File: config.mk
export PLATFORM = sky130hd
export DESIGN_NAME = tw_walker
export DESIGN_NICKNAME = d
export VERILOG_FILES = /design/src/rtl/twalk_pkg.sv /design/src/rtl/tw_desc_decode.sv /design/src/rtl/tw_addr_gen.sv /design/src/rtl/tw_walker.sv
export SDC_FILE = /design/constraint.sdc
export NUM_CORES = 1
export LEC_CHECK = 0
export ABC_CLOCK_PERIOD_IN_PS = 3380
export BUFFER_PORTS_ARGS = -buffer_cell sky130_fd_sc_hd__buf_2
export CAP_MARGIN = 20
export CORE_AREA = 2 2 124 126
export CTS_BUF_LIST = sky130_fd_sc_hd__clkbuf_8
export DETAILED_ROUTE_END_ITERATION = 10
export DIE_AREA = 0 0 126 128
export SYNTH_ARGS = -nofsm -noshare
export SYNTH_HDL_FRONTEND = slang
export SYNTH_SLANG_ARGS = --single-unit
File: constraint.sdc
create_clock -name clk -period 3.38 [get_ports clk]
set_input_delay 0.169 -clock clk [delete_from_list [all_inputs] [get_ports clk]]
set_output_delay 0.169 -clock clk [all_outputs]
set_load 0.1 [all_outputs]
File: src/rtl/twalk_pkg.sv
// Package: shared types and bit positions for the translation table walker.
// Assumes 32-bit virtual and physical addresses and 32-bit table entries.
package twalk_pkg;

    localparam int WORD_W      = 32;
    localparam int TTB_KEEP_LSB = 7;   // base register bits below this are dropped
    localparam int L1_BASE_LSB = 14;   // first-level table alignment
    localparam int L1_IDX_LSB  = 20;   // VA bits 31:20 index the first level
    localparam int L2_BASE_LSB = 10;   // second-level table alignment
    localparam int L2_IDX_LSB  = 12;   // VA bits 19:12 index the second level
    localparam int SUPER_BIT   = 18;   // first-level bit telling 16 MB from 1 MB

    typedef enum logic [1:0] {
        SZ_4K  = 2'd0,
        SZ_64K = 2'd1,
        SZ_1M  = 2'd2,
        SZ_16M = 2'd3
    } pg_size_e;

    typedef enum logic [1:0] {
        K_FAULT = 2'd0,
        K_LEAF  = 2'd1,
        K_NEXT  = 2'd2
    } dkind_e;

    typedef struct packed {
        dkind_e           kind;
        logic [WORD_W-1:0] base;
        pg_size_e         size;
        logic             endian;
        logic [1:0]       elsize;
        logic             mixed;
    } desc_info_t;

endpackage

File: src/rtl/tw_desc_decode.sv
// Module: decodes one table entry into kind, base, size and attributes.
// LEVEL selects the first-level or second-level layout. Purely combinational.
module tw_desc_decode
    import twalk_pkg::*;
#(
    parameter int LEVEL = 1
) (
    input  logic [WORD_W-1:0] desc,
    output desc_info_t        info
);

    generate
        if (LEVEL == 1) begin : g_first
            logic unused_l1;
            assign unused_l1 = ^desc[9:2];

            // Decode the first-level layout: region, table pointer or fault.
            always_comb begin
                info = '0;
                info.kind = K_FAULT;
                case (desc[1:0])
                    2'b10: begin
                        info.kind   = K_LEAF;
                        info.endian = desc[15];
                        info.elsize = desc[11:10];
                        info.mixed  = desc[17];
                        if (desc[SUPER_BIT]) begin
                            info.size = SZ_16M;
                            info.base = {desc[31:24], 24'b0};
                        end else begin
                            info.size = SZ_1M;
                            info.base = {desc[31:20], 20'b0};
                        end
                    end
                    2'b01: begin
                        info.kind = K_NEXT;
                        info.base = {desc[31:L2_BASE_LSB], {L2_BASE_LSB{1'b0}}};
                    end
                    default: info.kind = K_FAULT;
                endcase
            end
        end else begin : g_second
            logic unused_l2;
            assign unused_l2 = ^{desc[10], desc[8:6], desc[3:2]};

            // Decode the second-level layout: small page, large page or fault.
            always_comb begin
                info = '0;
                info.kind   = K_FAULT;
                info.endian = desc[9];
                info.elsize = desc[5:4];
                info.mixed  = desc[11];
                case (desc[1:0])
                    2'b10: begin
                        info.kind = K_LEAF;
                        info.size = SZ_4K;
                        info.base = {desc[31:12], 12'b0};
                    end
                    2'b01: begin
                        info.kind = K_LEAF;
                        info.size = SZ_64K;
                        info.base = {desc[31:16], 16'b0};
                    end
                    default: info.kind = K_FAULT;
                endcase
            end
        end
    endgenerate

endmodule

File: src/rtl/tw_addr_gen.sv
// Module: forms the word address of the entry to fetch at either level.
// Assumes the base inputs are already aligned; the low bits are ignored.
module tw_addr_gen
    import twalk_pkg::*;
(
    input  logic [WORD_W-1:0] ttb,
    input  logic [WORD_W-1:0] va,
    input  logic [WORD_W-1:0] tbl_base,
    input  logic              use_l2,
    output logic [WORD_W-1:0] addr
);

    localparam int L1_IDX_W = WORD_W - L1_IDX_LSB;
    localparam int L2_IDX_W = L1_IDX_LSB - L2_IDX_LSB;

    logic unused_bits;
    assign unused_bits = ^{ttb[L1_BASE_LSB-1:0], va[L2_IDX_LSB-1:0],
                           tbl_base[L2_BASE_LSB-1:0]};

    // Pick the index field and base for the requested level.
    always_comb begin
        if (use_l2)
            addr = {tbl_base[WORD_W-1:L2_BASE_LSB],
                    va[L2_IDX_LSB +: L2_IDX_W], 2'b00};
        else
            addr = {ttb[WORD_W-1:L1_BASE_LSB],
                    va[L1_IDX_LSB +: L1_IDX_W], 2'b00};
    end

endmodule

File: src/rtl/tw_walker.sv
// Module: two-level table walker top. One walk at a time: latch the VA,
// read the first-level entry, optionally read the second-level entry,
// then present the result or fault for one cycle on done.
// Assumes the memory answers every mem_req with exactly one mem_rvalid.
module tw_walker
    import twalk_pkg::*;
(
    input  logic              clk,
    input  logic              rst_n,
    input  logic              ttb_we,
    input  logic [WORD_W-1:0] ttb_wdata,
    output logic [WORD_W-1:0] ttb_value,
    input  logic              req_valid,
    input  logic [WORD_W-1:0] req_va,
    output logic              busy,
    output logic              mem_req,
    output logic [WORD_W-1:0] mem_addr,
    input  logic              mem_rvalid,
    input  logic [WORD_W-1:0] mem_rdata,
    output logic              done,
    output logic              fault,
    output logic              fault_level,
    output logic [WORD_W-1:0] fault_va,
    output logic [WORD_W-1:0] pa_base,
    output logic [1:0]        page_size,
    output logic              attr_endian,
    output logic [1:0]        attr_elsize,
    output logic              attr_mixed
);

    typedef enum logic [2:0] {
        ST_IDLE, ST_L1_ISSUE, ST_L1_WAIT, ST_L2_ISSUE, ST_L2_WAIT, ST_RESP
    } state_e;

    state_e            state, state_nx;
    logic [WORD_W-1:0] ttb_q, va_q, tbl_q;
    desc_info_t        l1_info, l2_info;
    logic              l1_hit, l2_hit;

    // Table base register: drops the low bits on every write.
    always_ff @(posedge clk) begin
        if (!rst_n)
            ttb_q <= '0;
        else if (ttb_we)
            ttb_q <= {ttb_wdata[WORD_W-1:TTB_KEEP_LSB], {TTB_KEEP_LSB{1'b0}}};
    end

    tw_desc_decode #(.LEVEL(1)) u_dec_l1 (.desc(mem_rdata), .info(l1_info));
    tw_desc_decode #(.LEVEL(2)) u_dec_l2 (.desc(mem_rdata), .info(l2_info));

    tw_addr_gen u_addr (
        .ttb      (ttb_q),
        .va       (va_q),
        .tbl_base (tbl_q),
        .use_l2   (state == ST_L2_ISSUE),
        .addr     (mem_addr)
    );

    assign l1_hit = (state == ST_L1_WAIT) && mem_rvalid;
    assign l2_hit = (state == ST_L2_WAIT) && mem_rvalid;

    // Next-state logic of the walk sequence.
    always_comb begin
        state_nx = state;
        case (state)
            ST_IDLE:     if (req_valid) state_nx = ST_L1_ISSUE;
            ST_L1_ISSUE: state_nx = ST_L1_WAIT;
            ST_L1_WAIT:  if (mem_rvalid)
                             state_nx = (l1_info.kind == K_NEXT) ? ST_L2_ISSUE : ST_RESP;
            ST_L2_ISSUE: state_nx = ST_L2_WAIT;
            ST_L2_WAIT:  if (mem_rvalid) state_nx = ST_RESP;
            ST_RESP:     state_nx = ST_IDLE;
            default:     state_nx = ST_IDLE;
        endcase
    end

    // State register.
    always_ff @(posedge clk) begin
        if (!rst_n) state <= ST_IDLE;
        else        state <= state_nx;
    end

    // Walk context: VA on acceptance, table pointer after a first-level hit.
    always_ff @(posedge clk) begin
        if (!rst_n) begin
            va_q  <= '0;
            tbl_q <= '0;
        end else begin
            if (state == ST_IDLE && req_valid) va_q <= req_va;
            if (l1_hit && l1_info.kind == K_NEXT) tbl_q <= l1_info.base;
        end
    end

    // Result registers: loaded from whichever level ends the walk.
    always_ff @(posedge clk) begin
        if (!rst_n) begin
            fault       <= 1'b0;
            fault_level <= 1'b0;
            pa_base     <= '0;
            page_size   <= '0;
            attr_endian <= 1'b0;
            attr_elsize <= '0;
            attr_mixed  <= 1'b0;
        end else if (l1_hit && l1_info.kind != K_NEXT) begin
            fault       <= (l1_info.kind == K_FAULT);
            fault_level <= 1'b0;
            pa_base     <= l1_info.base;
            page_size   <= l1_info.size;
            attr_endian <= l1_info.endian;
            attr_elsize <= l1_info.elsize;
            attr_mixed  <= l1_info.mixed;
        end else if (l2_hit) begin
            fault       <= (l2_info.kind == K_FAULT);
            fault_level <= 1'b1;
            pa_base     <= l2_info.base;
            page_size   <= l2_info.size;
            attr_endian <= l2_info.endian;
            attr_elsize <= l2_info.elsize;
            attr_mixed  <= l2_info.mixed;
        end
    end

    assign ttb_value = ttb_q;
    assign fault_va  = va_q;
    assign busy      = (state != ST_IDLE);
    assign done      = (state == ST_RESP);
    assign mem_req   = (state == ST_L1_ISSUE) || (state == ST_L2_ISSUE);

    // the stored base never carries the dropped low bits.
    a_r1_ttb_low_clear: assert property (@(posedge clk) disable iff (!rst_n)
        ttb_value[TTB_KEEP_LSB-1:0] == '0);

    // an accepted request makes the walker busy on the next cycle.
    a_r10_accept_busy: assert property (@(posedge clk) disable iff (!rst_n)
        (req_valid && !busy) |=> busy);

    // the done pulse releases the walker.
    a_r10_done_release: assert property (@(posedge clk) disable iff (!rst_n)
        done |=> !busy);

    // no memory traffic while idle.
    a_r10_idle_quiet: assert property (@(posedge clk) disable iff (!rst_n)
        !busy |-> !mem_req);

    // a read request is a single-cycle pulse.
    a_r11_req_pulse: assert property (@(posedge clk) disable iff (!rst_n)
        mem_req |=> !mem_req);

    // read addresses are word aligned.
    a_r11_word_align: assert property (@(posedge clk) disable iff (!rst_n)
        mem_req |-> (mem_addr[1:0] == 2'b00));

    // a first-level fault completes without a second read.
    a_r8_no_l2_after_l1_fault: assert property (@(posedge clk) disable iff (!rst_n)
        (done && fault && !fault_level) |-> !$past(mem_req));

endmodule

==> report_table.html, run 1 <==
<table>
<tr><th>Metric</th><th>Value</th></tr>
<tr><th colspan="2">Clock tree</th></tr>
<tr><td>Total clock sinks</td><td>approximately 110</td></tr>
<tr><td>Clock tree from TritonCTS</td><td>done</td></tr>
<tr><td>Latest clock arrival within the worst-skew pair</td><td>0.39 ns</td></tr>
<tr><td>Clock slew at the register clock pins of the worst setup and hold paths</td><td>0.10 ns</td></tr>
<tr><td>Number of H-tree levels</td><td>3</td></tr>
<tr><td>Buffers inserted by post-CTS timing repair</td><td>0</td></tr>
<tr><td>Total CTS buffers</td><td>9</td></tr>
<tr><td>Buffer cell driving the clock tree root</td><td>sky130_fd_sc_hd__clkbuf_8</td></tr>
<tr><td>Hold-fix buffers at CTS</td><td>22</td></tr>
<tr><td>Number of gates given a new drive strength after cts</td><td>0</td></tr>
<tr><td>Clk buf depth</td><td>2</td></tr>
<tr><th colspan="2">Die</th></tr>
<tr><td>I/O pin total</td><td>between 200 and 250</td></tr>
<tr><td>Initial Utilization</td><td>between 30% and 40%</td></tr>
<tr><td>Std-Cell Core Area</td><td>14900 µm²</td></tr>
<tr><td>Die Y-Extent</td><td>128 µm</td></tr>
<tr><td>Die ar.</td><td>16100 µm²</td></tr>
<tr><td>Standard-cell row count</td><td>45</td></tr>
<tr><td>Die W</td><td>between 100 and 150 µm</td></tr>
<tr><th colspan="2">Final layout</th></tr>
<tr><td>Fill cells</td><td>1447</td></tr>
<tr><td>Antenna Cells</td><td>0</td></tr>
<tr><td>Area growth from synthesis to final layout</td><td>29.1%</td></tr>
<tr><td>Final #Nets</td><td>858</td></tr>
<tr><td>Ratio of cells with drive above 1 in the final layout</td><td>35.2%</td></tr>
<tr><td>Final Instance Count excl. Fillers</td><td>about 950</td></tr>
<tr><th colspan="2">Yosys</th></tr>
<tr><td>Compound-gate portion of the synthesized area</td><td>15.2%</td></tr>
<tr><td>Synth Register Bits</td><td>112</td></tr>
<tr><td>Mean post-synth cell area</td><td>9.26 µm²</td></tr>
<tr><td>Largest cells by area after synthesis</td><td>sky130_fd_sc_hd__dfxtp_1 (44%), sky130_fd_sc_hd__nand2_1 (8.9%), sky130_fd_sc_hd__a21boi_1 (7.1%)</td></tr>
<tr><td>Dominant cell by count in the synthesized netlist</td><td>sky130_fd_sc_hd__nand2_1</td></tr>
<tr><td>Most used DFF post-synth</td><td>sky130_fd_sc_hd__dfxtp_1</td></tr>
<tr><td>Fraction of the mapped netlist area in adder cells</td><td>0.986%</td></tr>
<tr><td>Number of flops mapped to enable cells by yosys</td><td>0</td></tr>
<tr><td>Yosys warning count</td><td>0</td></tr>
<tr><td>Fraction of synthesized cell area in xor and xnor cells</td><td>0%</td></tr>
<tr><td>Share of flip-flops with an asynchronous set or reset after synthesis</td><td>0%</td></tr>
<tr><td>Combinational family with the most area after synthesis</td><td>simple AND/OR/NAND/NOR gates</td></tr>
<tr><td>Basic-gate share of the synthesized area counting and, or, nand and nor cells</td><td>19.6%</td></tr>
<tr><td>Sequential area share after synthesis</td><td>between 40 and 50%</td></tr>
<tr><td>Netlist area before placement</td><td>5080 µm²</td></tr>
<tr><td>Proportion of synthesized area in mux cells</td><td>roughly an eighth</td></tr>
<tr><td>Synth cell types</td><td>44</td></tr>
<tr><td>Cell accounting for the most synthesized area</td><td>sky130_fd_sc_hd__dfxtp_1</td></tr>
<tr><td>Post-synth top cells</td><td>sky130_fd_sc_hd__nand2_1 (121), sky130_fd_sc_hd__dfxtp_1 (112), sky130_fd_sc_hd__a21boi_1 (48)</td></tr>
<tr><td>Synthesized instance count</td><td>548</td></tr>
<tr><td>Area share of the largest cell type after synthesis</td><td>44.2%</td></tr>
<tr><th colspan="2">Critical path</th></tr>
<tr><td>Crit path max fanout</td><td>30</td></tr>
<tr><td>Capture instance of the worst register-to-register path</td><td>pa_base[14]$_SDFFE_PN0P_</td></tr>
<tr><td>Worst flop-to-flop path startpoint</td><td>state[0]$_SDFFE_PN0P_</td></tr>
<tr><td>Start-to-end type of the worst setup path</td><td>register to output port</td></tr>
<tr><td>Arrival time of data at the critical path endpoint</td><td>around 2.4 ns</td></tr>
<tr><td>Logic depth of the worst register-to-register path</td><td>4</td></tr>
<tr><td>Nature of the critical path startpoint</td><td>register</td></tr>
<tr><td>Data required time of the critical path</td><td>about 3.2 ns</td></tr>
<tr><td>Element type at the critical path end</td><td>output port</td></tr>
<tr><td>Flop2flop setup slack</td><td>1.37 ns</td></tr>
<tr><th colspan="2">Timing</th></tr>
<tr><td>Worst-case clock skew</td><td>between 0.01 and 0.015 ns</td></tr>
<tr><td>Setup-violating endpoint count in the final report</td><td>0</td></tr>
<tr><td>Maximum clock frequency</td><td>397 MHz</td></tr>
<tr><td>Fin crit share</td><td>74.5%</td></tr>
<tr><td>Fin. Hold Viols</td><td>0</td></tr>
<tr><td>Unrepaired setup endpoints after global routing</td><td>no</td></tr>
<tr><td>Slew of the pin with the lowest slew margin</td><td>0.971 ns</td></tr>
<tr><td>Pins Over Slew Limit</td><td>0</td></tr>
<tr><td>Total negative setup slack</td><td>0 ns</td></tr>
<tr><td>Clock period minus final worst setup slack</td><td>approximately 2.5 ns</td></tr>
<tr><td>Max-slew headroom</td><td>35.2%</td></tr>
<tr><th colspan="2">Drt</th></tr>
<tr><td>Number of DRC violations after detailed-routing iteration 0</td><td>just over 200</td></tr>
<tr><td>Drt total wl</td><td>14300 µm</td></tr>
<tr><td>Via-per-instance ratio</td><td>about 4.7</td></tr>
<tr><td>DR DRC count</td><td>0</td></tr>
<tr><td>Vias post-DR</td><td>4461</td></tr>
<tr><td>DR WL/cell</td><td>15.1 µm</td></tr>
<tr><td>Antenna violation net count after detailed routing</td><td>0</td></tr>
<tr><td>Drt first pass iters</td><td>4</td></tr>
<tr><th colspan="2">Min path</th></tr>
<tr><td>Worst Hold Depth</td><td>3</td></tr>
<tr><td>Hold wc startpoint</td><td>req_va[27]</td></tr>
<tr><td>Min-Delay Endpoint</td><td>fault_va[27]$_SDFFE_PN0P_</td></tr>
<tr><td>Type of the worst min-delay path</td><td>input pin to register</td></tr>
<tr><th colspan="2">Global routing</th></tr>
<tr><td>Total congestion overflow after global routing</td><td>0</td></tr>
<tr><td>Antenna violations before repair</td><td>0</td></tr>
<tr><td>Global-route wire length before repair</td><td>21900 µm</td></tr>
<tr><td>Largest net degree at the start of global routing</td><td>64</td></tr>
<tr><td>Global-route total usage across every layer</td><td>17.1%</td></tr>
<tr><td>Vias in the first global route</td><td>4196</td></tr>
<tr><th colspan="2">Placement</th></tr>
<tr><td>Routability congestion estimate</td><td>0.838</td></tr>
<tr><td>Number of buffer cells added on primary ports</td><td>208</td></tr>
<tr><td># placed instances</td><td>906</td></tr>
<tr><td>HPWL after detailed placement</td><td>10400 µm</td></tr>
<tr><th colspan="2">Power and ir drop</th></tr>
<tr><td>Max VDD drop</td><td>0.252 mV</td></tr>
<tr><td>P per Cell Area</td><td>513 nW/µm²</td></tr>
<tr><td>Static Leakage</td><td>3.07 nW</td></tr>
<tr><th colspan="2">Run status</th></tr>
<tr><td>Outcome</td><td>finished, final reports clean</td></tr>
<tr><th colspan="2">Job</th></tr>
<tr><td>Max-cap violations</td><td>0</td></tr>
</table>
-- metrics by stage --
step	setup WS (ns)	util [%]	area (µm²)	power, mW	hold slack (ns)
after floorplan	1.43	-	5140	2.36	0.294
final	0.863	44.1	6550	3.36	0.0180
after global placement	1.29	40.8	6070	2.49	0.399
after detailed placement	1.28	40.8	6070	2.51	0.409
after global routing	0.749	44.1	6550	3.49	0.00798
after CTS	0.834	43.7	6500	3.38	0.000146
-- state kept, by name, indices dropped and copies added (netlist names) --
name	count
attr_elsize	2
attr_endian	1
attr_mixed	1
fault	1
fault_level	1
fault_va	32
pa_base	22
page_size	2
state	3
tbl_q	22
ttb_value	25
-- per-layer routing --
layer	track usage [%]	routed length, µm
met4	7.18	289
met3	2.75	627
met1	22.1	6460
met5	0	0
met2	28.7	6950
-- layout by cell type (no fill, tap or decap), types with 2 or more instances in the layout --
cell type and count:
sky130_fd_sc_hd__buf_2 208, sky130_fd_sc_hd__nand2_1 121, sky130_fd_sc_hd__dfxtp_1 112, sky130_fd_sc_hd__a21boi_1 48, sky130_fd_sc_hd__nor2b_1 34, sky130_fd_sc_hd__mux2_2 30, sky130_fd_sc_hd__mux2i_1 28, sky130_fd_sc_hd__dlygate4sd3_1 22
sky130_fd_sc_hd__nand3_1 19, sky130_fd_sc_hd__conb_1 19, sky130_fd_sc_hd__a21boi_0 18, sky130_fd_sc_hd__and2_1 12, sky130_fd_sc_hd__clkbuf_8 11, sky130_fd_sc_hd__o21ai_0 8, sky130_fd_sc_hd__inv_1 7, sky130_fd_sc_hd__a32oi_1 6
sky130_fd_sc_hd__a21oi_1 4, sky130_fd_sc_hd__nand3b_1 4, sky130_fd_sc_hd__a32o_1 4, sky130_fd_sc_hd__ha_1 4, sky130_fd_sc_hd__a22o_1 3, sky130_fd_sc_hd__nor2_1 3, sky130_fd_sc_hd__buf_4 3, sky130_fd_sc_hd__nand4_1 2
sky130_fd_sc_hd__o2bb2ai_1 2, sky130_fd_sc_hd__nor3b_1 2, sky130_fd_sc_hd__a31oi_1 2, sky130_fd_sc_hd__clkinv_2 2, sky130_fd_sc_hd__buf_16 2
-- how the worst max path moves through the flow --
| stage | slack, ns | endpoint | startpoint |
|---|---|---|---|
| 6_report | 0.86 | mem_addr[21] | state[2]$_SDFFE_PN0P_ |
| 5_1_grt | 0.75 | mem_addr[27] | state[2]$_SDFFE_PN0P_ |
| 4_1_cts | 0.83 | mem_addr[21] | state[2]$_SDFFE_PN0P_ |
| 3_5_place_dp | 1.28 | mem_addr[21] | state[2]$_SDFFE_PN0P_ |
| 3_3_place_gp | 1.29 | mem_addr[31] | state[2]$_SDFFE_PN0P_ |
| 2_1_floorplan | 1.43 | mem_req | state[0]$_SDFFE_PN0P_ |
-- kinds of logic (layout without fill, tap and decap cells) --
kind of cell | after synthesis | count (layout)
compound gates | 102 | 102
fa+ha+maj | 4 | 4
buf+inv | 65 | 257
flops | 112 | 112
mux | 58 | 58
other cells | 1 | 19
simple gates | 206 | 206
-- power by group --
group	total [mW]	switching [mW]	leakage (nW)	internal (mW)
clock network	0.851	0.467	0.112	0.384
registers	1.41	0.0400	0.913	1.37
logic	1.10	0.874	2.05	0.221
total	3.36	1.38	3.07	1.98
-- area by class of cell --
cell class,instances,area (µm²),share of cell area (%)
flip-flops and latches,112,2240,34.2
clock buffers,11,151,2.31
inverters,6,22.5,0.344
repair buffers,235,1340,20.4
clock inverters,5,55.1,0.840
well taps,188,235,3.59
multi-input cells,389,2510,38.3
-- critical path: stages, from the launching register on --
cell and delay (ns):
sky130_fd_sc_hd__dfxtp_1 0.54, sky130_fd_sc_hd__and2b_1 0.27, sky130_fd_sc_hd__nand2_1 0.07, sky130_fd_sc_hd__buf_4 0.37
sky130_fd_sc_hd__mux2_2 0.39, sky130_fd_sc_hd__buf_2 0.29
(Power assumes the default switching activity.)
==> run 2, diff against run 1 <==
--- a/config.mk
+++ b/config.mk
@@ -5,7 +5,7 @@
 export SDC_FILE = /design/constraint.sdc
 export NUM_CORES = 1
 export LEC_CHECK = 0
-export ABC_CLOCK_PERIOD_IN_PS = 3380
+export ABC_CLOCK_PERIOD_IN_PS = 2400
 export BUFFER_PORTS_ARGS = -buffer_cell sky130_fd_sc_hd__buf_2
 export CAP_MARGIN = 20
 export CORE_AREA = 2 2 124 126
==> constraint.sdc (replaced) <==
create_clock -name clk -period 2.4 [get_ports clk]
set_input_delay 0.12 -clock clk [delete_from_list [all_inputs] [get_ports clk]]
set_output_delay 0.12 -clock clk [all_outputs]
set_load 0.1 [all_outputs]
==> run 2 against run 1 <==
Cell area increased by 13%. Global-route usage increased by 1.3 points. Die area unchanged. Setup slack got worse by 0.70 ns. Count of clock-buffer cells in the layout decreased by 2. Register-to-register slack got worse by 0.80 ns. Flip-flop and latch count unchanged. Hold slack got worse by 0.0020 ns. Critical path type unchanged. Largest cell class unchanged.
==> report_table.html, run 2 (synthesized netlist as in run 1, its figures left out) <==
<table>
<tr><th>Metric</th><th>Value</th></tr>
<tr><th colspan="2">Run status</th></tr>
<tr><td>Outcome</td><td>finished, final reports clean</td></tr>
<tr><th colspan="2">Final layout</th></tr>
<tr><td>Commonest non-fill, non-tap cell in the layout</td><td>sky130_fd_sc_hd__buf_2</td></tr>
<tr><td>Max FFs per register</td><td>32 (unchanged)</td></tr>
<tr><td>Antenna Cells</td><td>0 (unchanged)</td></tr>
<tr><td>Final Instance Count excl. Fillers</td><td>989 (+4.5%)</td></tr>
<tr><td>Area growth from synthesis to final layout</td><td>46.0%</td></tr>
<tr><td>Final #Nets</td><td>901 (+5.0%)</td></tr>
<tr><td>Final design area excluding fillers</td><td>7410 µm² (+13%)</td></tr>
<tr><td>Fraction of the core area covered by cells at the end of the flow</td><td>49.9% (+5.8 points)</td></tr>
<tr><td>Highest-count cells in the layout ignoring fill and taps</td><td>sky130_fd_sc_hd__buf_2 (178), sky130_fd_sc_hd__nand2_1 (121), sky130_fd_sc_hd__dfxtp_1 (112)</td></tr>
<tr><td>Ratio of cells with drive above 1 in the final layout</td><td>33.7% (-1.5 points)</td></tr>
<tr><td>Fill cells</td><td>1365 (-5.7%)</td></tr>
<tr><th colspan="2">Clock tree</th></tr>
<tr><td>Total clock sinks</td><td>112 (unchanged)</td></tr>
<tr><td>Number of H-tree levels</td><td>3 (unchanged)</td></tr>
<tr><td>Clock slew at the register clock pins of the worst setup and hold paths</td><td>0.11 ns (about the same)</td></tr>
<tr><td>Buffer cell driving the clock tree root</td><td>sky130_fd_sc_hd__clkbuf_8</td></tr>
<tr><td>Number of gates given a new drive strength after cts</td><td>0 (unchanged)</td></tr>
<tr><td>Clock tree from TritonCTS</td><td>done</td></tr>
<tr><td>Total CTS buffers</td><td>9 (unchanged)</td></tr>
<tr><td>Clk buf depth</td><td>2 (unchanged)</td></tr>
<tr><td>Hold-fix buffers at CTS</td><td>62 (+180%)</td></tr>
<tr><td>Buffers inserted by post-CTS timing repair</td><td>0 (unchanged)</td></tr>
<tr><td>Latest clock arrival within the worst-skew pair</td><td>0.40 ns (about the same)</td></tr>
<tr><th colspan="2">Power and ir drop</th></tr>
<tr><td>Logic gate share of total power</td><td>34.5% (+1.9 points)</td></tr>
<tr><td>Clk pwr share</td><td>25.4% (about the same)</td></tr>
<tr><td>Max VDD drop</td><td>0.277 mV (+10%)</td></tr>
<tr><td>P per Cell Area</td><td>670 nW/µm² (+31%)</td></tr>
<tr><td>Switching power as a share of total power</td><td>40.1% (-0.98 points)</td></tr>
<tr><td>Switching power</td><td>1.99 mW (+44%)</td></tr>
<tr><td>Internal portion of total power</td><td>2.98 mW (+50%)</td></tr>
<tr><td>Reg power frac</td><td>40.1% (-2.0 points)</td></tr>
<tr><td>Static Leakage</td><td>3.34 nW (+8.9%)</td></tr>
<tr><th colspan="2">Global routing</th></tr>
<tr><td>Antenna violations before repair</td><td>0 (unchanged)</td></tr>
<tr><td>Global-route wire length before repair</td><td>23600 µm (+7.7%)</td></tr>
<tr><td>Vias in the first global route</td><td>4601 (+9.7%)</td></tr>
<tr><td>Largest net degree at the start of global routing</td><td>47 (-27%)</td></tr>
<tr><td>Total congestion overflow after global routing</td><td>0 (unchanged)</td></tr>
<tr><td>Global-route total usage across every layer</td><td>18.5% (+1.3 points)</td></tr>
<tr><th colspan="2">Placement</th></tr>
<tr><td>Instance area after placement</td><td>6570 µm² (+8.2%)</td></tr>
<tr><td># placed instances</td><td>911 (+0.55%)</td></tr>
<tr><td>HPWL after detailed placement</td><td>10700 µm (+3.4%)</td></tr>
<tr><td>Routability congestion estimate</td><td>0.823 (-1.7%)</td></tr>
<tr><td>Number of buffer cells added on primary ports</td><td>208 (unchanged)</td></tr>
<tr><th colspan="2">Timing</th></tr>
<tr><td>Setup-violating endpoint count in the final report</td><td>0 (unchanged)</td></tr>
<tr><td>Slew of the pin with the lowest slew margin</td><td>0.731 ns (-0.240 ns)</td></tr>
<tr><td>Final hold slack</td><td>0.0160 ns (-0.00198 ns)</td></tr>
<tr><td>Clock period minus final worst setup slack</td><td>2.24 ns</td></tr>
<tr><td>Pins Over Slew Limit</td><td>0 (unchanged)</td></tr>
<tr><td>Worst-case clock skew</td><td>0.0127 ns (-0.00192 ns)</td></tr>
<tr><td>Unrepaired setup endpoints after global routing</td><td>no</td></tr>
<tr><td>Fin crit share</td><td>93.2%</td></tr>
<tr><td>Fin. Hold Viols</td><td>0 (unchanged)</td></tr>
<tr><td>Maximum clock frequency</td><td>447 MHz</td></tr>
<tr><td>Total negative setup slack</td><td>0 ns (unchanged)</td></tr>
<tr><td>Max-slew headroom</td><td>51.3% (+16 points)</td></tr>
<tr><th colspan="2">Drt</th></tr>
<tr><td>Via-per-instance ratio</td><td>4.73 (+0.26%)</td></tr>
<tr><td>Drt first pass iters</td><td>4 (unchanged)</td></tr>
<tr><td>Number of DRC violations after detailed-routing iteration 0</td><td>143 (-29%)</td></tr>
<tr><td>Antenna violation net count after detailed routing</td><td>0 (unchanged)</td></tr>
<tr><td>DR WL/cell</td><td>15.4 µm (+2.0%)</td></tr>
<tr><td>DR DRC count</td><td>0 (unchanged)</td></tr>
<tr><td>Vias post-DR</td><td>4676 (+4.8%)</td></tr>
<tr><td>Drt total wl</td><td>15300 µm (+6.6%)</td></tr>
<tr><th colspan="2">Critical path</th></tr>
<tr><td>Start-to-end type of the worst setup path</td><td>register to output port</td></tr>
<tr><td>Series of cell instances along the critical path</td><td>and2b_1 -&gt; nand2_1 -&gt; buf_12 -&gt; mux2_2 -&gt; buf_12</td></tr>
<tr><td>Element type at the critical path end</td><td>output port</td></tr>
<tr><td>Most repeated library cell on the critical path</td><td>sky130_fd_sc_hd__buf_12</td></tr>
<tr><td>Nature of the critical path startpoint</td><td>register</td></tr>
<tr><td>Crit path max fanout</td><td>30 (unchanged)</td></tr>
<tr><td>Slowest cell on crit path</td><td>sky130_fd_sc_hd__dfxtp_1</td></tr>
<tr><td>Data required time of the critical path</td><td>2.28 ns (-0.93 ns)</td></tr>
<tr><td>Arrival time of data at the critical path endpoint</td><td>2.12 ns (-0.23 ns)</td></tr>
<tr><td>Logic depth of the worst register-to-register path</td><td>4 (unchanged)</td></tr>
<tr><td>Critical Path Max Stage Delay</td><td>0.53 ns (about the same)</td></tr>
<tr><th colspan="2">Die</th></tr>
<tr><td>Die ar.</td><td>16100 µm² (unchanged)</td></tr>
<tr><td>Std-Cell Core Area</td><td>14900 µm² (unchanged)</td></tr>
<tr><td>I/O pin total</td><td>240 (unchanged)</td></tr>
<tr><td>Die W</td><td>126 µm (unchanged)</td></tr>
<tr><td>Initial Utilization</td><td>34.1% (unchanged)</td></tr>
<tr><td>Die Y-Extent</td><td>128 µm (unchanged)</td></tr>
<tr><td>Standard-cell row count</td><td>45 (unchanged)</td></tr>
<tr><th colspan="2">Job</th></tr>
<tr><td>Max-cap violations</td><td>0 (unchanged)</td></tr>
<tr><th colspan="2">Min path</th></tr>
<tr><td>Worst Hold Depth</td><td>3 (unchanged)</td></tr>
<tr><td>Type of the worst min-delay path</td><td>input pin to register</td></tr>
</table>
-- run 2: changes by cell type in the layout (fill, tap and decap cells not counted) --
cell,change
sky130_fd_sc_hd__buf_12,+31
sky130_fd_sc_hd__buf_16,-2
sky130_fd_sc_hd__buf_2,-30
sky130_fd_sc_hd__buf_4,+4
sky130_fd_sc_hd__bufinv_16,+1
sky130_fd_sc_hd__clkbuf_8,-2
sky130_fd_sc_hd__clkinv_2,-2
sky130_fd_sc_hd__clkinv_4,+3
sky130_fd_sc_hd__clkinvlp_4,+1
sky130_fd_sc_hd__dlygate4sd3_1,+40
sky130_fd_sc_hd__inv_8,-1
-- run 2: final timing paths --
kind	start	end	slack [ns]
max	state[2]$_SDFFE_PN0P_	mem_addr[7]	0.16
min	ttb_wdata[10]	ttb_value[10]$_SDFFE_PN0P_	0.02
max reg2reg	state[1]$_SDFFE_PN0P_	pa_base[14]$_SDFFE_PN0P_	0.57
min reg2reg	fault_va[6]$_SDFFE_PN0P_	fault_va[6]$_SDFFE_PN0P_	0.46
-- run 2: power groups by stage --
| stage | Sequential [mW] | Clock (mW) | Combinational, mW |
|---|---|---|---|
| finish | 1.99 | 1.26 | 1.71 |
| global route | 2.01 | 1.37 | 1.78 |
| CTS | 1.99 | 1.30 | 1.72 |
| detailed placement | 2.04 | 0 | 1.63 |
| global placement | 2.03 | 0 | 1.62 |
| floorplan | 2.55 | 0 | 0.774 |
-- run 2: critical path: cells and delay by family, from the launching register on --
family	cells	cell delay, ns
AND/OR/NAND/NOR	2	0.39
flip-flops	1	0.53
buffers and inverters	2	0.40
multiplexers	1	0.40
-- run 2: per-layer routing --
layer	global-route usage (%)	vias to the layer above	part of all wire [%]
met5	0	-	0
met4	8.02	0	2.6
met3	2.75	27	4.3
met2	32.9	139	50
met1	22.1	2209	43
li1	-	2301	-
-- run 2: layout make-up --
cell class / instances / area (µm²) / area share (%)
Clock buffer: 9 / 124 / 1.67
Clock inverter: 7 / 97.6 / 1.32
Inverter: 6 / 22.5 / 0.304
Multi-Input combinational cell: 389 / 2510 / 33.8
Sequential cell: 112 / 2240 / 30.2
Tap cell: 188 / 235 / 3.17
Timing Repair Buffer: 278 / 2180 / 29.5
-- run 2: through the flow --
| stage | setup slack (ns) | power [mW] |
|---|---|---|
| detailed placement | 0.509 | 3.67 |
| CTS | 0.136 | 5.01 |
| global route | 0.00753 | 5.16 |
| global placement | 0.557 | 3.65 |
| floorplan | 0.496 | 3.32 |
| finish | 0.164 | 4.97 |
==> run 3, diff against run 2 <==
--- a/config.mk
+++ b/config.mk
@@ -5,13 +5,17 @@
 export SDC_FILE = /design/constraint.sdc
 export NUM_CORES = 1
 export LEC_CHECK = 0
+export ABC_AREA = 1
 export ABC_CLOCK_PERIOD_IN_PS = 2400
 export BUFFER_PORTS_ARGS = -buffer_cell sky130_fd_sc_hd__buf_2
 export CAP_MARGIN = 20
-export CORE_AREA = 2 2 124 126
+export CELL_PAD_IN_SITES_DETAIL_PLACEMENT = 0
+export CELL_PAD_IN_SITES_GLOBAL_PLACEMENT = 1
+export CORE_AREA = 2 2 129 131
 export CTS_BUF_LIST = sky130_fd_sc_hd__clkbuf_8
 export DETAILED_ROUTE_END_ITERATION = 10
-export DIE_AREA = 0 0 126 128
+export DIE_AREA = 0 0 131 133
+export PLACE_DENSITY_LB_ADDON = 0.1
 export SYNTH_ARGS = -nofsm -noshare
 export SYNTH_HDL_FRONTEND = slang
 export SYNTH_SLANG_ARGS = --single-unit
==> run 3 against run 2 <==
Synthesized cell count up 32%. Cell count is 18% higher. Critical path type unchanged. Non-clock buffer count shrank 30. Clock skew up 0.0038 ns. Setup slack better by 0.0089 ns. Hold slack better by 0.0057 ns. Flip-flop and latch count is the same. Register-to-register slack improved by 0.18 ns.
==> report_table.html, run 3 <==
<table>
<tr><th>Metric</th><th>Value</th></tr>
<tr><th colspan="2">Yosys</th></tr>
<tr><td>Most used DFF post-synth</td><td>sky130_fd_sc_hd__dfxtp_1</td></tr>
<tr><td>Share of flip-flops with an asynchronous set or reset after synthesis</td><td>0% (unchanged)</td></tr>
<tr><td>Post-synth top cells</td><td>sky130_fd_sc_hd__nand2_1 (117), sky130_fd_sc_hd__dfxtp_1 (112), sky130_fd_sc_hd__nor2_1 (110)</td></tr>
<tr><td>Cell accounting for the most synthesized area</td><td>sky130_fd_sc_hd__dfxtp_1</td></tr>
<tr><td>Synthesized instance count</td><td>726 (+32%)</td></tr>
<tr><td>Number of flops mapped to enable cells by yosys</td><td>0 (unchanged)</td></tr>
<tr><td>Dominant cell by count in the synthesized netlist</td><td>sky130_fd_sc_hd__nand2_1</td></tr>
<tr><td>Sequential area share after synthesis</td><td>44.4% (+0.25 points)</td></tr>
<tr><td>Mean post-synth cell area</td><td>6.95 µm² (-25%)</td></tr>
<tr><td>Netlist area before placement</td><td>5050 µm² (-0.57%)</td></tr>
<tr><td>Synth cell types</td><td>29 (-34%)</td></tr>
<tr><td>Area share of the largest cell type after synthesis</td><td>44.4% (+0.25 points)</td></tr>
<tr><td>Yosys warning count</td><td>0 (unchanged)</td></tr>
<tr><td>Largest cells by area after synthesis</td><td>sky130_fd_sc_hd__dfxtp_1 (44%), sky130_fd_sc_hd__o21ai_0 (9.2%), sky130_fd_sc_hd__nand2_1 (8.7%)</td></tr>
<tr><td>Synth Register Bits</td><td>112 (unchanged)</td></tr>
<tr><th colspan="2">Final layout</th></tr>
<tr><td>Antenna Cells</td><td>0 (unchanged)</td></tr>
<tr><td>Max FFs per register</td><td>32 (unchanged)</td></tr>
<tr><td>Commonest non-fill, non-tap cell in the layout</td><td>sky130_fd_sc_hd__buf_2</td></tr>
<tr><td>Final #Nets</td><td>1048 (+16%)</td></tr>
<tr><td>Fraction of the core area covered by cells at the end of the flow</td><td>43.1% (-6.7 points)</td></tr>
<tr><td>Highest-count cells in the layout ignoring fill and taps</td><td>sky130_fd_sc_hd__buf_2 (184), sky130_fd_sc_hd__nand2_1 (117), sky130_fd_sc_hd__dfxtp_1 (112)</td></tr>
<tr><td>Area growth from synthesis to final layout</td><td>38.2%</td></tr>
<tr><td>Ratio of cells with drive above 1 in the final layout</td><td>27.5% (-6.3 points)</td></tr>
<tr><td>Fill cells</td><td>1720 (+26%)</td></tr>
<tr><th colspan="2">Min path</th></tr>
<tr><td>Min-Delay Endpoint</td><td>fault_va[1]$_SDFFE_PN0P_</td></tr>
<tr><td>Hold wc startpoint</td><td>req_va[1]</td></tr>
<tr><td>Worst Hold Depth</td><td>3 (unchanged)</td></tr>
<tr><td>Type of the worst min-delay path</td><td>input pin to register</td></tr>
<tr><th colspan="2">Critical path</th></tr>
<tr><td>Logic depth of the worst register-to-register path</td><td>8 (+4)</td></tr>
<tr><td>Start-to-end type of the worst setup path</td><td>register to output port</td></tr>
<tr><td>Flop2flop setup slack</td><td>0.75 ns (+0.18 ns)</td></tr>
<tr><td>Arrival time of data at the critical path endpoint</td><td>2.11 ns (about the same)</td></tr>
<tr><td>Capture instance of the worst register-to-register path</td><td>attr_elsize[1]$_SDFFE_PN0P_</td></tr>
<tr><td>Element type at the critical path end</td><td>output port</td></tr>
<tr><td>Worst flop-to-flop path startpoint</td><td>state[0]$_SDFFE_PN0P_</td></tr>
<tr><td>Nature of the critical path startpoint</td><td>register</td></tr>
<tr><td>Data required time of the critical path</td><td>2.28 ns (about the same)</td></tr>
<tr><td>Crit path max fanout</td><td>24 (-20%)</td></tr>
<tr><th colspan="2">Power and ir drop</th></tr>
<tr><td>Max VDD drop</td><td>0.706 mV (+150%)</td></tr>
<tr><td>Clk pwr share</td><td>13.8% (-12 points)</td></tr>
<tr><td>Internal portion of total power</td><td>3.52 mW (+18%)</td></tr>
<tr><td>Reg power frac</td><td>27.7% (-12 points)</td></tr>
<tr><td>Power after layout</td><td>8.52 mW (+71%)</td></tr>
<tr><td>P per Cell Area</td><td>1220 nW/µm² (+82%)</td></tr>
<tr><td>Switching power as a share of total power</td><td>58.7% (+19 points)</td></tr>
<tr><td>Logic gate share of total power</td><td>58.6% (+24 points)</td></tr>
<tr><td>Static Leakage</td><td>3.44 nW (+3.0%)</td></tr>
<tr><td>Switching power</td><td>5.00 mW (+150%)</td></tr>
<tr><th colspan="2">Die</th></tr>
<tr><td>I/O pin total</td><td>240 (unchanged)</td></tr>
<tr><td>Die ar.</td><td>17400 µm² (+8.0%)</td></tr>
<tr><td>Standard-cell row count</td><td>47 (+4.4%)</td></tr>
<tr><td>Initial Utilization</td><td>31.2% (-2.9 points)</td></tr>
<tr><td>Die W</td><td>131 µm (+4.0%)</td></tr>
<tr><td>Die Y-Extent</td><td>133 µm (+3.9%)</td></tr>
<tr><td>Std-Cell Core Area</td><td>16200 µm² (+8.8%)</td></tr>
<tr><th colspan="2">Timing</th></tr>
<tr><td>Unrepaired setup endpoints after global routing</td><td>no</td></tr>
<tr><td>Worst-case clock skew</td><td>0.0165 ns (+0.00383 ns)</td></tr>
<tr><td>Fin crit share</td><td>92.8% (-0.37 points)</td></tr>
<tr><td>Max-slew headroom</td><td>46.2% (-5.1 points)</td></tr>
<tr><td>Slew of the pin with the lowest slew margin</td><td>0.802 ns (+0.0711 ns)</td></tr>
<tr><td>Setup-violating endpoint count in the final report</td><td>0 (unchanged)</td></tr>
<tr><td>Fin. Hold Viols</td><td>0 (unchanged)</td></tr>
<tr><td>Final hold slack</td><td>0.0217 ns (+0.00568 ns)</td></tr>
<tr><td>Setup WS post-layout</td><td>0.173 ns (+0.00889 ns)</td></tr>
<tr><td>Clock period minus final worst setup slack</td><td>2.23 ns (-0.00889 ns)</td></tr>
<tr><td>Maximum clock frequency</td><td>449 MHz (+0.40%)</td></tr>
<tr><td>Pins Over Slew Limit</td><td>0 (unchanged)</td></tr>
<tr><th colspan="2">Clock tree</th></tr>
<tr><td>Total CTS buffers</td><td>9 (unchanged)</td></tr>
<tr><td>Clk buf depth</td><td>2 (unchanged)</td></tr>
<tr><td>Clock slew at the register clock pins of the worst setup and hold paths</td><td>0.12 ns (about the same)</td></tr>
<tr><td>Clock tree from TritonCTS</td><td>done</td></tr>
<tr><td>Total clock sinks</td><td>112 (unchanged)</td></tr>
<tr><td>Latest clock arrival within the worst-skew pair</td><td>0.39 ns (about the same)</td></tr>
<tr><td>Number of H-tree levels</td><td>3 (unchanged)</td></tr>
<tr><td>Buffer cell driving the clock tree root</td><td>sky130_fd_sc_hd__clkbuf_8</td></tr>
<tr><td>Buffers inserted by post-CTS timing repair</td><td>0 (unchanged)</td></tr>
<tr><th colspan="2">Drt</th></tr>
<tr><td>Drt first pass iters</td><td>6 (+2)</td></tr>
<tr><td>Number of DRC violations after detailed-routing iteration 0</td><td>194 (+36%)</td></tr>
<tr><td>Vias post-DR</td><td>5236 (+12%)</td></tr>
<tr><td>DR WL/cell</td><td>13.7 µm (-12%)</td></tr>
<tr><td>Met2 wire length</td><td>7350 µm (-4.2%)</td></tr>
<tr><td>DR DRC count</td><td>0 (unchanged)</td></tr>
<tr><td>Post-route met1 wirelength</td><td>7190 µm (+9.9%)</td></tr>
<tr><td>WL met3</td><td>1100 µm (+66%)</td></tr>
<tr><td>Drt total wl</td><td>15900 µm (+4.4%)</td></tr>
<tr><td>Via-per-instance ratio</td><td>4.49 (-5.1%)</td></tr>
<tr><td>Antenna violation net count after detailed routing</td><td>0 (unchanged)</td></tr>
<tr><td>Highest metal layer with signal wires</td><td>met4</td></tr>
<tr><th colspan="2">Global routing</th></tr>
<tr><td>Global-route total usage across every layer</td><td>17.8% (-0.67 points)</td></tr>
<tr><td>Total congestion overflow after global routing</td><td>0 (unchanged)</td></tr>
<tr><td>Antenna violations before repair</td><td>0 (unchanged)</td></tr>
<tr><td>Vias in the first global route</td><td>4840 (+5.2%)</td></tr>
<tr><td>Global-route wire length before repair</td><td>24500 µm (+3.7%)</td></tr>
<tr><td>Largest net degree at the start of global routing</td><td>65 (+38%)</td></tr>
<tr><th colspan="2">Run status</th></tr>
<tr><td>Outcome</td><td>finished, final reports clean</td></tr>
<tr><th colspan="2">Placement</th></tr>
<tr><td>Number of buffer cells added on primary ports</td><td>208 (unchanged)</td></tr>
<tr><td>Place WS</td><td>0.475 ns (-0.0342 ns)</td></tr>
<tr><td>HPWL after detailed placement</td><td>11300 µm (+5.8%)</td></tr>
<tr><td>Routability congestion estimate</td><td>0.816 (-0.84%)</td></tr>
<tr><th colspan="2">Job</th></tr>
<tr><td>Max-cap violations</td><td>0 (unchanged)</td></tr>
</table>
==> run 3: kinds of logic after synthesis <==
family	share of synthesized area [%]
AO/OA/AOI/OAI	19.0
adder cells (fa/ha/maj)	0.992
buffers and inverters	13.7
flip-flops	44.4
other	0.0743
AND/OR/NAND/NOR	21.9
==> run 3: repair_timing <==
action	CTS	global route
resized for setup	0	9
endpoints found under the hold margin	31	0
setup endpoints to repair	0	9
hold buffers	31	0
==> run 3: layer usage <==
metal  up-vias  track usage, %
met2       172            29.2
li1       2680               -
met4         0            6.44
met1      2364            22.6
met5         -               0
met3        20            4.21
==> run 3: layout make-up <==
| cell class | instances | area (µm²) | share of cell area, % |
|---|---|---|---|
| tap | 220 | 275 | 3.95 |
| clock buffer | 10 | 138 | 1.97 |
| inverter | 97 | 364 | 5.22 |
| multi-input combinational | 475 | 2230 | 32.0 |
| timing repair buffer | 248 | 1670 | 23.9 |
| clock inverter | 5 | 57.6 | 0.825 |
| sequential | 112 | 2240 | 32.1 |
==> run 3: worst max-delay path by stage <==
stage / startpoint / cells after the start / end
after floorplan: state[0]$_SDFFE_PN0P_ / 5 / mem_addr[14]
after global placement: mem_rdata[0] / 10 / pa_base[19]$_SDFFE_PN0P_
after detailed placement: mem_rdata[0] / 10 / pa_base[16]$_SDFFE_PN0P_
after CTS: state[0]$_SDFFE_PN0P_ / 6 / mem_addr[11]
after global routing: state[0]$_SDFFE_PN0P_ / 6 / mem_addr[6]
final: state[0]$_SDFFE_PN0P_ / 6 / mem_addr[3]
==> run 3: worst max-delay path, stage by stage (launching register included) <==
cell,delay (ns)
sky130_fd_sc_hd__dfxtp_1,0.41
sky130_fd_sc_hd__inv_1,0.15
sky130_fd_sc_hd__nor3_2,0.20
sky130_fd_sc_hd__buf_4,0.35
sky130_fd_sc_hd__nand2_1,0.10
sky130_fd_sc_hd__o21ai_2,0.07
sky130_fd_sc_hd__buf_2,0.44
==> run 3: power groups by stage <==
| stage | clock network (mW) | registers, mW | logic, mW |
|---|---|---|---|
| 5_1_grt | 1.30 | 2.40 | 5.24 |
| 4_1_cts | 1.22 | 2.36 | 4.99 |
| 2_1_floorplan | 0 | 4.40 | 2.13 |
| 3_5_place_dp | 0 | 2.40 | 4.94 |
| 6_report | 1.17 | 2.36 | 4.99 |
| 3_3_place_gp | 0 | 2.39 | 4.92 |
==> run 3: through the flow <==
stage / setup TNS (ns) / instance area, µm² / instances
after floorplan: -1.04 / 5160 / 744
after global placement: 0 / 6450 / 1121
after detailed placement: 0 / 6450 / 1121
after CTS: 0 / 6950 / 1167
after global routing: 0 / 6980 / 1167
final: 0 / 6980 / 1167
